==> src/rtl/sdiv_pkg.sv <==
package sdiv_pkg;

  typedef enum logic {
    DIV_UNSIGNED = 1'b0,
    DIV_SIGNED   = 1'b1
  } div_mode_e;

  typedef struct packed {
    logic n;
    logic z;
    logic v;
    logic c;
  } cc_t;

endpackage

==> src/rtl/sdiv_operand_prep.sv <==
module sdiv_operand_prep #(
  parameter int W     = 32,
  parameter int IMM_W = 13
) (
  input  logic             signed_i,
  input  logic             imm_sel_i,
  input  logic [W-1:0]     hi_i,
  input  logic [W-1:0]     lo_i,
  input  logic [W-1:0]     src2_i,
  input  logic [IMM_W-1:0] imm_i,
  output logic [2*W-1:0]   dvd_mag_o,
  output logic [W-1:0]     dvs_mag_o,
  output logic             neg_o,
  output logic             zero_o
);
  localparam int DW = 2 * W;

  function automatic logic [W-1:0] widen_imm(input logic [IMM_W-1:0] v);
    return {{(W - IMM_W){v[IMM_W-1]}}, v};
  endfunction

  function automatic logic [DW-1:0] abs_dw(input logic [DW-1:0] v, input logic take_neg);
    return take_neg ? (~v + DW'(1)) : v;
  endfunction

  function automatic logic [W-1:0] abs_w(input logic [W-1:0] v, input logic take_neg);
    return take_neg ? (~v + W'(1)) : v;
  endfunction

  logic [DW-1:0] dvd_raw;
  logic [W-1:0]  dvs_raw;
  logic          dvd_neg;
  logic          dvs_neg;

  always_comb begin
    dvd_raw   = {hi_i, lo_i};
    dvs_raw   = imm_sel_i ? widen_imm(imm_i) : src2_i;
    dvd_neg   = signed_i & dvd_raw[DW-1];
    dvs_neg   = signed_i & dvs_raw[W-1];
    dvd_mag_o = abs_dw(dvd_raw, dvd_neg);
    dvs_mag_o = abs_w(dvs_raw, dvs_neg);
    neg_o     = dvd_neg ^ dvs_neg;
    zero_o    = (dvs_raw == '0);
  end

endmodule

==> src/rtl/sdiv_restore_core.sv <==
module sdiv_restore_core #(
  parameter int W  = 32,
  parameter int DW = 2 * W
) (
  input  logic          clk,
  input  logic          rst_n,
  input  logic          load_i,
  input  logic [DW-1:0] dvd_i,
  input  logic [W-1:0]  dvs_i,
  output logic [DW-1:0] quo_o,
  output logic          fin_o
);
  localparam int CW = $clog2(DW);
  localparam logic [CW-1:0] LAST = CW'(DW - 1);

  logic [W-1:0]  rem_q;
  logic [DW-1:0] q_q;
  logic [W-1:0]  dvs_q;
  logic [CW-1:0] cnt_q;
  logic          act_q;
  logic          fin_q;

  logic [W:0]    trial;
  logic [W+1:0]  diff;
  logic          fits;
  logic [W-1:0]  rem_next;

  always_comb begin
    trial    = {rem_q, q_q[DW-1]};
    diff     = {1'b0, trial} - {2'b00, dvs_q};
    fits     = ~diff[W+1];
    rem_next = fits ? diff[W-1:0] : trial[W-1:0];
  end

  always_ff @(posedge clk or negedge rst_n) begin
    if (!rst_n) begin
      rem_q <= '0;
      q_q   <= '0;
      dvs_q <= '0;
      cnt_q <= '0;
      act_q <= 1'b0;
      fin_q <= 1'b0;
    end else begin
      fin_q <= 1'b0;
      if (load_i) begin
        rem_q <= '0;
        q_q   <= dvd_i;
        dvs_q <= dvs_i;
        cnt_q <= '0;
        act_q <= 1'b1;
      end else if (act_q) begin
        rem_q <= rem_next;
        q_q   <= {q_q[DW-2:0], fits};
        cnt_q <= cnt_q + CW'(1);
        if (cnt_q == LAST) begin
          act_q <= 1'b0;
          fin_q <= 1'b1;
        end
      end
    end
  end

  assign quo_o = q_q;
  assign fin_o = fin_q;

endmodule

==> src/rtl/sdiv_saturate.sv <==
module sdiv_saturate #(
  parameter int W = 32
) (
  input  logic [2*W-1:0] mag_i,
  input  logic           neg_i,
  input  logic           signed_i,
  output logic [2*W-1:0] res_o,
  output logic           sat_o
);
  localparam int DW = 2 * W;
  localparam logic [DW-1:0] UMAX    = {{W{1'b0}}, {W{1'b1}}};
  localparam logic [DW-1:0] SMAX    = {{(W + 1){1'b0}}, {(W - 1){1'b1}}};
  localparam logic [DW-1:0] SMIN    = {{(W + 1){1'b1}}, {(W - 1){1'b0}}};
  localparam logic [DW-1:0] NEG_LIM = DW'(1) << (W - 1);

  function automatic logic [DW:0] clamp_unsigned(input logic [DW-1:0] m);
    logic over;
    over = |m[DW-1:W];
    return over ? {1'b1, UMAX} : {1'b0, {W{1'b0}}, m[W-1:0]};
  endfunction

  function automatic logic [DW:0] clamp_signed(input logic [DW-1:0] m, input logic neg);
    logic over;
    if (!neg) begin
      over = |m[DW-1:W-1];
      return over ? {1'b1, SMAX} : {1'b0, m};
    end
    over = (m > NEG_LIM);
    return over ? {1'b1, SMIN} : {1'b0, ~m + DW'(1)};
  endfunction

  logic [DW:0] packed_out;

  always_comb begin
    if (signed_i) packed_out = clamp_signed(mag_i, neg_i);
    else          packed_out = clamp_unsigned(mag_i);
    sat_o = packed_out[DW];
    res_o = packed_out[DW-1:0];
  end

endmodule

==> src/rtl/wide_sat_divider.sv <==
module wide_sat_divider
  import sdiv_pkg::*;
#(
  parameter int W     = 32,
  parameter int IMM_W = 13,
  parameter bit CC_EN = 1'b1
) (
  input  logic             clk,
  input  logic             rst_n,
  input  logic             start_i,
  input  logic             signed_i,
  input  logic             imm_sel_i,
  input  logic [W-1:0]     y_hi_i,
  input  logic [W-1:0]     src1_i,
  input  logic [W-1:0]     src2_i,
  input  logic [IMM_W-1:0] imm_i,
  output logic             busy_o,
  output logic             done_o,
  output logic             dz_o,
  output logic [2*W-1:0]   result_o,
  output logic [3:0]       cc_o
);
  localparam int DW = 2 * W;

  // operand preparation
  logic [DW-1:0] dvd_mag;
  logic [W-1:0]  dvs_mag;
  logic          neg_w;
  logic          zero_w;

  sdiv_operand_prep #(.W(W), .IMM_W(IMM_W)) prep_i (
    .signed_i  (signed_i),
    .imm_sel_i (imm_sel_i),
    .hi_i      (y_hi_i),
    .lo_i      (src1_i),
    .src2_i    (src2_i),
    .imm_i     (imm_i),
    .dvd_mag_o (dvd_mag),
    .dvs_mag_o (dvs_mag),
    .neg_o     (neg_w),
    .zero_o    (zero_w)
  );

  // named events for the checker
  logic busy_q;
  logic load_ev;
  logic zero_ev;
  logic fin_ev;

  assign load_ev = start_i & ~busy_q & ~zero_w;
  assign zero_ev = start_i & ~busy_q &  zero_w;

  logic [DW-1:0] quo_w;

  sdiv_restore_core #(.W(W), .DW(DW)) core_i (
    .clk    (clk),
    .rst_n  (rst_n),
    .load_i (load_ev),
    .dvd_i  (dvd_mag),
    .dvs_i  (dvs_mag),
    .quo_o  (quo_w),
    .fin_o  (fin_ev)
  );

  logic      neg_q;
  div_mode_e smode_q;
  logic [DW-1:0] res_w;
  logic          sat_w;

  sdiv_saturate #(.W(W)) sat_i (
    .mag_i    (quo_w),
    .neg_i    (neg_q),
    .signed_i (smode_q == DIV_SIGNED),
    .res_o    (res_w),
    .sat_o    (sat_w)
  );

  logic          done_q;
  logic          dz_q;
  logic [DW-1:0] res_q;

  always_ff @(posedge clk or negedge rst_n) begin
    if (!rst_n) begin
      busy_q  <= 1'b0;
      done_q  <= 1'b0;
      dz_q    <= 1'b0;
      res_q   <= '0;
      neg_q   <= 1'b0;
      smode_q <= DIV_UNSIGNED;
    end else begin
      done_q <= 1'b0;
      dz_q   <= 1'b0;
      if (zero_ev) begin
        done_q <= 1'b1;
        dz_q   <= 1'b1;
      end
      if (load_ev) begin
        busy_q  <= 1'b1;
        neg_q   <= neg_w;
        smode_q <= signed_i ? DIV_SIGNED : DIV_UNSIGNED;
      end
      if (fin_ev) begin
        busy_q <= 1'b0;
        done_q <= 1'b1;
        res_q  <= res_w;
      end
    end
  end

  generate
    if (CC_EN) begin : g_cc
      cc_t cc_q;
      always_ff @(posedge clk or negedge rst_n) begin
        if (!rst_n) begin
          cc_q <= '0;
        end else if (fin_ev) begin
          cc_q.n <= res_w[W-1];
          cc_q.z <= (res_w[W-1:0] == '0);
          cc_q.v <= sat_w;
          cc_q.c <= 1'b0;
        end
      end
      assign cc_o = cc_q;
    end else begin : g_no_cc
      assign cc_o = 4'b0000;
    end
  endgenerate

  assign busy_o   = busy_q;
  assign done_o   = done_q;
  assign dz_o     = dz_q;
  assign result_o = res_q;

endmodule

==> config.mk <==
export PLATFORM = sky130hd
export DESIGN_NAME = wide_sat_divider
export DESIGN_NICKNAME = d
export VERILOG_FILES = /design/src/rtl/sdiv_pkg.sv /design/src/rtl/sdiv_operand_prep.sv /design/src/rtl/sdiv_restore_core.sv /design/src/rtl/sdiv_saturate.sv /design/src/rtl/wide_sat_divider.sv
export SDC_FILE = /design/constraint.sdc
export NUM_CORES = 1
export LEC_CHECK = 0
export ABC_CLOCK_PERIOD_IN_PS = 2600
export CAP_MARGIN = 20
export CORE_UTILIZATION = 52
export DETAILED_ROUTE_END_ITERATION = 8
export PLACE_DENSITY = 0.9
export REMOVE_ABC_BUFFERS = 1
export SYNTH_ARGS = -nofsm -noshare
export SYNTH_HDL_FRONTEND = slang
export SYNTH_HIERARCHICAL = 1
export SYNTH_SLANG_ARGS = --single-unit
==> constraint.sdc <==
create_clock -name clk -period 2.6 [get_ports clk]
set_input_delay 0.52 -clock clk [delete_from_list [all_inputs] [get_ports clk]]
set_output_delay 0.52 -clock clk [all_outputs]
set_load 0.02 [all_outputs]
==> results of run 1 <==
-- per-stage QoR --
| step | hold WS (ns) | utilization, % |
|---|---|---|
| after detailed placement | 0.497 | 71.2 |
| after floorplan | 0.224 | - |
| after global placement | 0.488 | 71.2 |
| after CTS | 0.00283 | 79.4 |
-- metal layers --
metal	GRT overflow	global-route usage, %
met3	5	72.1
met1	3	80.8
met5	1	40.5
met4	49	80.0
met2	55	94.2
-- cells in the mapped netlist, drive strengths merged, types with 15 or more instances --
cell type / count
nand4: 21
nor2: 145
xor2: 58
a31oi: 27
xnor2: 42
or4: 15
nor4: 45
nor3: 73
clkbuf: 71
a311oi: 22
nor3b: 15
dfrtp: 207
mux2: 71
nand2: 164
buf: 39
o31ai: 21
o21ai: 170
ha: 36
or3: 30
a211oi: 20
a21oi: 113
inv: 60
a21o: 18
nand3: 35
o21a: 17
mux2i: 78
-- logic make-up after synthesis --
logic type	count (synthesis)
AOI/OAI and AO/OA	496
xor gates and xnor gates	100
buffers and inverters	171
other	1
muxes	149
and+or+nand+nor	610
adders and majority gates	37
DFF	207
-- repair_timing --
item                                    4_1_cts
endpoints found under the setup margin      202
gates cloned                                  9
hold buffers                                  0
gates resized for setup                     246
buffers inserted                             59
pin swaps                                   120
==> impl_results.md, run 1 <==
- Run status: stopped before the end
- Stopped at: global routing
- Error: [ERROR GRT-0232] Routing congestion too high. Check the congestion heatmap in the GUI.
- Maximum number of pins on one net before global-route repair: 88
- Placed standard-cell area: 20500 um^2
- Count of boundary I/O pins: 185
- Total of flip-flops plus latches after synthesis: 207
- Starting Density: 53.0%
- Average size of a mapped cell: 8.62 um^2
- Yosys cell types: 96
- Global-route congestion overflow total: 113
- Cell area after synthesis: 15300 um^2
- Synth area leaders: dfrtp_1 34%, o21ai_0 5.3%, mux2_2 5.2%, mux2i_1 5.0%, nand2_1 4.0%
- CTS root buffer: clkbuf_16
- DPL Wire Length: 40.5 mm
- Pre-CTS WS: -1.07 ns
- Total number of H-tree levels: 1
- Number of buffers created by CTS: 23
- Yosys warns: 6
- Mux share of post-synthesis cell area: 10.4%
- Combinational family with the most area after synthesis: simple AND/OR/NAND/NOR gates
- Rows: 62
- Adder and majority cell fraction of the synthesized area: 3.08%
- Buffers added on ports: 183
- Overall die height: 173 um
- Compound-cell area share of the yosys netlist: 20.9%
- Post-synthesis sequential area ratio: 33.9%
- Async S/R FF share, synth: 100%
- Placer congestion estimate: 0.993
- Overall Global Routing Usage: 81.4%
- Clk sink count: 207
- Maximum number of buffers from clock root to sink: 3
- Area share of the largest cell type after synthesis: 33.9%
- Most used flip-flop cell after synthesis: dfrtp_1
- Post-Synth XOR/XNOR Area: 5.74%
- Placed cell count: 2656
- Number of synthesized flops with an enable pin: 0
- Horizontal extent of the die: 173 um
- Cell accounting for the most synthesized area: dfrtp_1
- Share of synthesized cell area in and, or, nand and nor gates: 21.1%
- Post-Synthesis Cells: 1771
==> inputs of run 2 (changes only) <==
Settings changed: ABC_CLOCK_PERIOD_IN_PS 2600 to 3400, CORE_UTILIZATION 52 to 40, PLACE_DENSITY 0.9 to default, PLACE_DENSITY_LB_ADDON from default to 0.15.
Clock period 2.6 ns to 3.4 ns, I/O delays scaled along.
==> impl_results.md, run 2 <==
- Clock network latency to the later pin of the worst-skew pair: 0.53 ns
- Async S/R FF share, synth: 100% (unchanged)
- Maximum clock skew at final layout: 0.00937 ns
- Finished Core Util: 50.9%
- Clock period minus worst slack: 3.16 ns
- Total core area: 37600 um^2
- Data arrival time at the worst-slack endpoint: 3.60 ns
- Total power divided by cell area: 871 nW/um^2
- Buffers inserted by post-CTS timing repair: 0 (-100%)
- Total number of H-tree levels: 1 (unchanged)
- Peak supply drop: 0.452 mV
- Most common library cell in the layout ignoring fill and taps: dfrtp_1
- Relative slew slack: 30.4%
- Cell area after synthesis: 15300 um^2 (unchanged)
- Final number of hold-violating endpoints: 0
- Start-to-end type of the worst setup path: reg2reg
- F_max: 0.317 GHz
- Required time at the worst-slack endpoint: 3.85 ns
- DPL Wire Length: 34.4 mm (-15%)
- Horizontal extent of the die: 197 um (+14%)
- CTS root buffer: clkbuf_16
- Vias per Instance: 5.66
- Count of boundary I/O pins: 185 (unchanged)
- Antenna-violating nets left: 0
- Yosys warns: 6 (unchanged)
- Final max-slew violation count: 0
- Cell accounting for the most synthesized area: dfrtp_1
- TritonCTS clock tree: built
- Placed standard-cell area: 18200 um^2 (-11%)
- Critical path, cell by cell: nor4_1 -> nand4_1 -> buf_4 -> or2_2 -> buf_4 -> or4_1 -> o21ai_1 -> a2bb2oi_1 -> nor4_1 -> nand4_1 -> o31ai_2
- Total length of routed wires: 45.7 mm
- Worst Tran Pin Value: 1.04 ns
- Run status: finished, final reports clean
- Commonest cells in the synthesized netlist: 207 x dfrtp_1, 164 x nand2_1, 162 x o21ai_0
- RSZ-0062 raised after global routing: no
- CP peak stage delay: 0.40 ns
- Power after layout: 16.7 mW
- Sum Neg Setup Slack: 0 ns
- Area share of the largest cell type after synthesis: 33.9% (unchanged)
- Relative contribution of combinational cells to total power: 55.8%
- Area added between synthesis and finish: 25.3%
- CP startpoint kind: flip-flop
- Net switching power: 7.21 mW
- Global-route congestion overflow total: 0
- Antenna diode count: 0
- Yosys cell types: 96 (unchanged)
- Fin crit share: 92.8%
- Overall die height: 197 um (+14%)
- DRC violation count after routing: 0
- Synth area leaders: dfrtp_1 34%, o21ai_0 5.3%, mux2_2 5.2%, mux2i_1 5.0%, nand2_1 4.0%
- Number of antenna violations at the first check in global routing: 0
- Fillers: 3561
- Number of buffers created by CTS: 26 (+13%)
- Highest fanout seen on the critical path: 12
- Via count of the first global-routing pass: 13600
- Rows: 71 (+15%)
- Overall Global Routing Usage: 23.3%
- Most used flip-flop cell after synthesis: dfrtp_1
- Clk pwr share: 17.3%
- Total of flip-flops plus latches after synthesis: 207 (unchanged)
- Post-Synthesis Cells: 1771 (unchanged)
- Clk sink count: 207 (unchanged)
- Post-synthesis sequential area ratio: 33.9% (unchanged)
- Drt pass-1 iters: 5
- Maximum number of pins on one net before global-route repair: 84
- Cell area after layout: 19100 um^2
- Max Cap Violations: 0
- Share of total power consumed by net switching: 43.3%
- Maximum number of buffers from clock root to sink: 3 (unchanged)
- Most frequently used cell type in the post-synthesis netlist: dfrtp_1
- DR vias: 14200
- Hold Crit Class: in2async
- Average size of a mapped cell: 8.62 um^2 (unchanged)
- Top library cells by usage in the layout, fill and taps aside: 205 x dfrtp_1, 181 x clkdlybuf4s50_1, 162 x nand2_1, 162 x o21ai_0, 144 x nor2_1
- Count of nets after finishing: 2136
- Kind of end point of the critical path: flip-flop
- Internal power component: 9.45 mW
- Sequential power share: 26.9%
- Die Area: 38900 um^2
- Total leakage power: 8.14 nW
- Initial drt markers: 1025
- Clock slew at reported path FFs: 0.06 ns
- Ratio of cells with drive above 1 in the final layout: 14.6%
- Max stage delay cell, worst path: or4_1
- Global-route wire length before repair: 73.8 mm
- Total of endpoints with negative setup slack in the final report: 0
- Buffers added on ports: 183 (unchanged)
- Number of synthesized flops with an enable pin: 0 (unchanged)
- Placer congestion estimate: 0.920 (-7.4%)
- Average wire per cell in the routed design: 18.2 um
- Starting Density: 40.6% (-12 points)
[run 2: cell counts after synthesis]
Identical to the previous run, type by type.
[run 2: kinds of logic (layout without fill, tap and decap cells)]
| family | after synthesis | in the layout | share of synthesized area, % |
|---|---|---|---|
| other | 1 | 1 | 0.0246 |
| and+or+nand+nor | 610 | 610 | 21.1 |
| xor gates and xnor gates | 100 | 100 | 5.74 |
| muxes | 149 | 149 | 10.4 |
| AOI/OAI and AO/OA | 496 | 496 | 20.9 |
| adders and majority gates | 37 | 37 | 3.08 |
| buffers and inverters | 171 | 404 | 4.79 |
| DFF | 207 | 207 | 33.9 |
[run 2: repair_timing]
item | 4_1_cts | 5_1_grt
setup endpoints to repair | 0 | 30
resized for setup | 0 | 5
hold buffers | 0 | 0
[run 2: per-stage QoR]
| step | cells | hold WS, ns | setup WS [ns] |
|---|---|---|---|
| floorplan | 1661 | 0.384 | -5.42 |
| global placement | 2468 | 0.483 | -0.220 |
| detailed placement | 2468 | 0.488 | -0.330 |
| CTS | 2515 | 0.131 | 0.213 |
| global route | 2515 | 0.162 | 0.0150 |
| finish | 2515 | 0.132 | 0.244 |
[run 2: area by class of cell]
type | instances | area, um^2 | area share, %
tap | 511 | 639 | 3.34
multi-input combinational | 1393 | 9400 | 49.1
clock inverter | 13 | 181 | 0.949
timing repair buffer | 296 | 2770 | 14.5
sequential | 207 | 5180 | 27.1
inverter | 61 | 229 | 1.20
clock buffer | 34 | 721 | 3.77
[run 2: final timing paths]
check | startpoint | endpoint | slack (ns) | cells after the start
setup / recovery | core_i/quo_o[42] | cc_o[2] | 0.24 | 11
hold / removal | rst_n | result_o[38] | 0.13 | 1
setup reg to reg | core_i/quo_o[42] | cc_o[2] | 0.24 | 11
hold reg to reg | cc_o[2] | cc_o[2] | 0.50 | 2
max in group asynchronous | rst_n | core_i/dvs_q[25] | 2.38 | 2
min in group clk | cc_o[2] | cc_o[2] | 0.50 | 2
[run 2: per-layer routing]
| layer | GRT usage, % | vias up | share of wire [%] |
|---|---|---|---|
| li1 | - | 6937 | - |
| met5 | 0 | - | 0 |
| met4 | 5.08 | 0 | 1.6 |
| met2 | 34.8 | 376 | 43 |
| met3 | 3.04 | 48 | 5.4 |
| met1 | 35.4 | 6886 | 50 |
[run 2: worst max-delay path, delay by kind of cell, from the launching register on]
kind	cells	cell delay [ns]
and+or+nand+nor	6	1.85
AOI/OAI and AO/OA	3	0.41
buffers and inverters	2	0.42
DFF	1	0.39
[run 2: power groups by stage]
| stage | Clock (mW) | Sequential (mW) | Combinational [mW] |
|---|---|---|---|
| after floorplan | 0 | 4.67 | 6.31 |
| after global placement | 0 | 4.47 | 9.03 |
| after detailed placement | 0 | 4.49 | 9.19 |
| after CTS | 2.96 | 4.46 | 9.23 |
| after global routing | 3.06 | 4.62 | 10.3 |
| final | 2.89 | 4.48 | 9.30 |
Note: power is estimated with default switching activity, not from simulation.
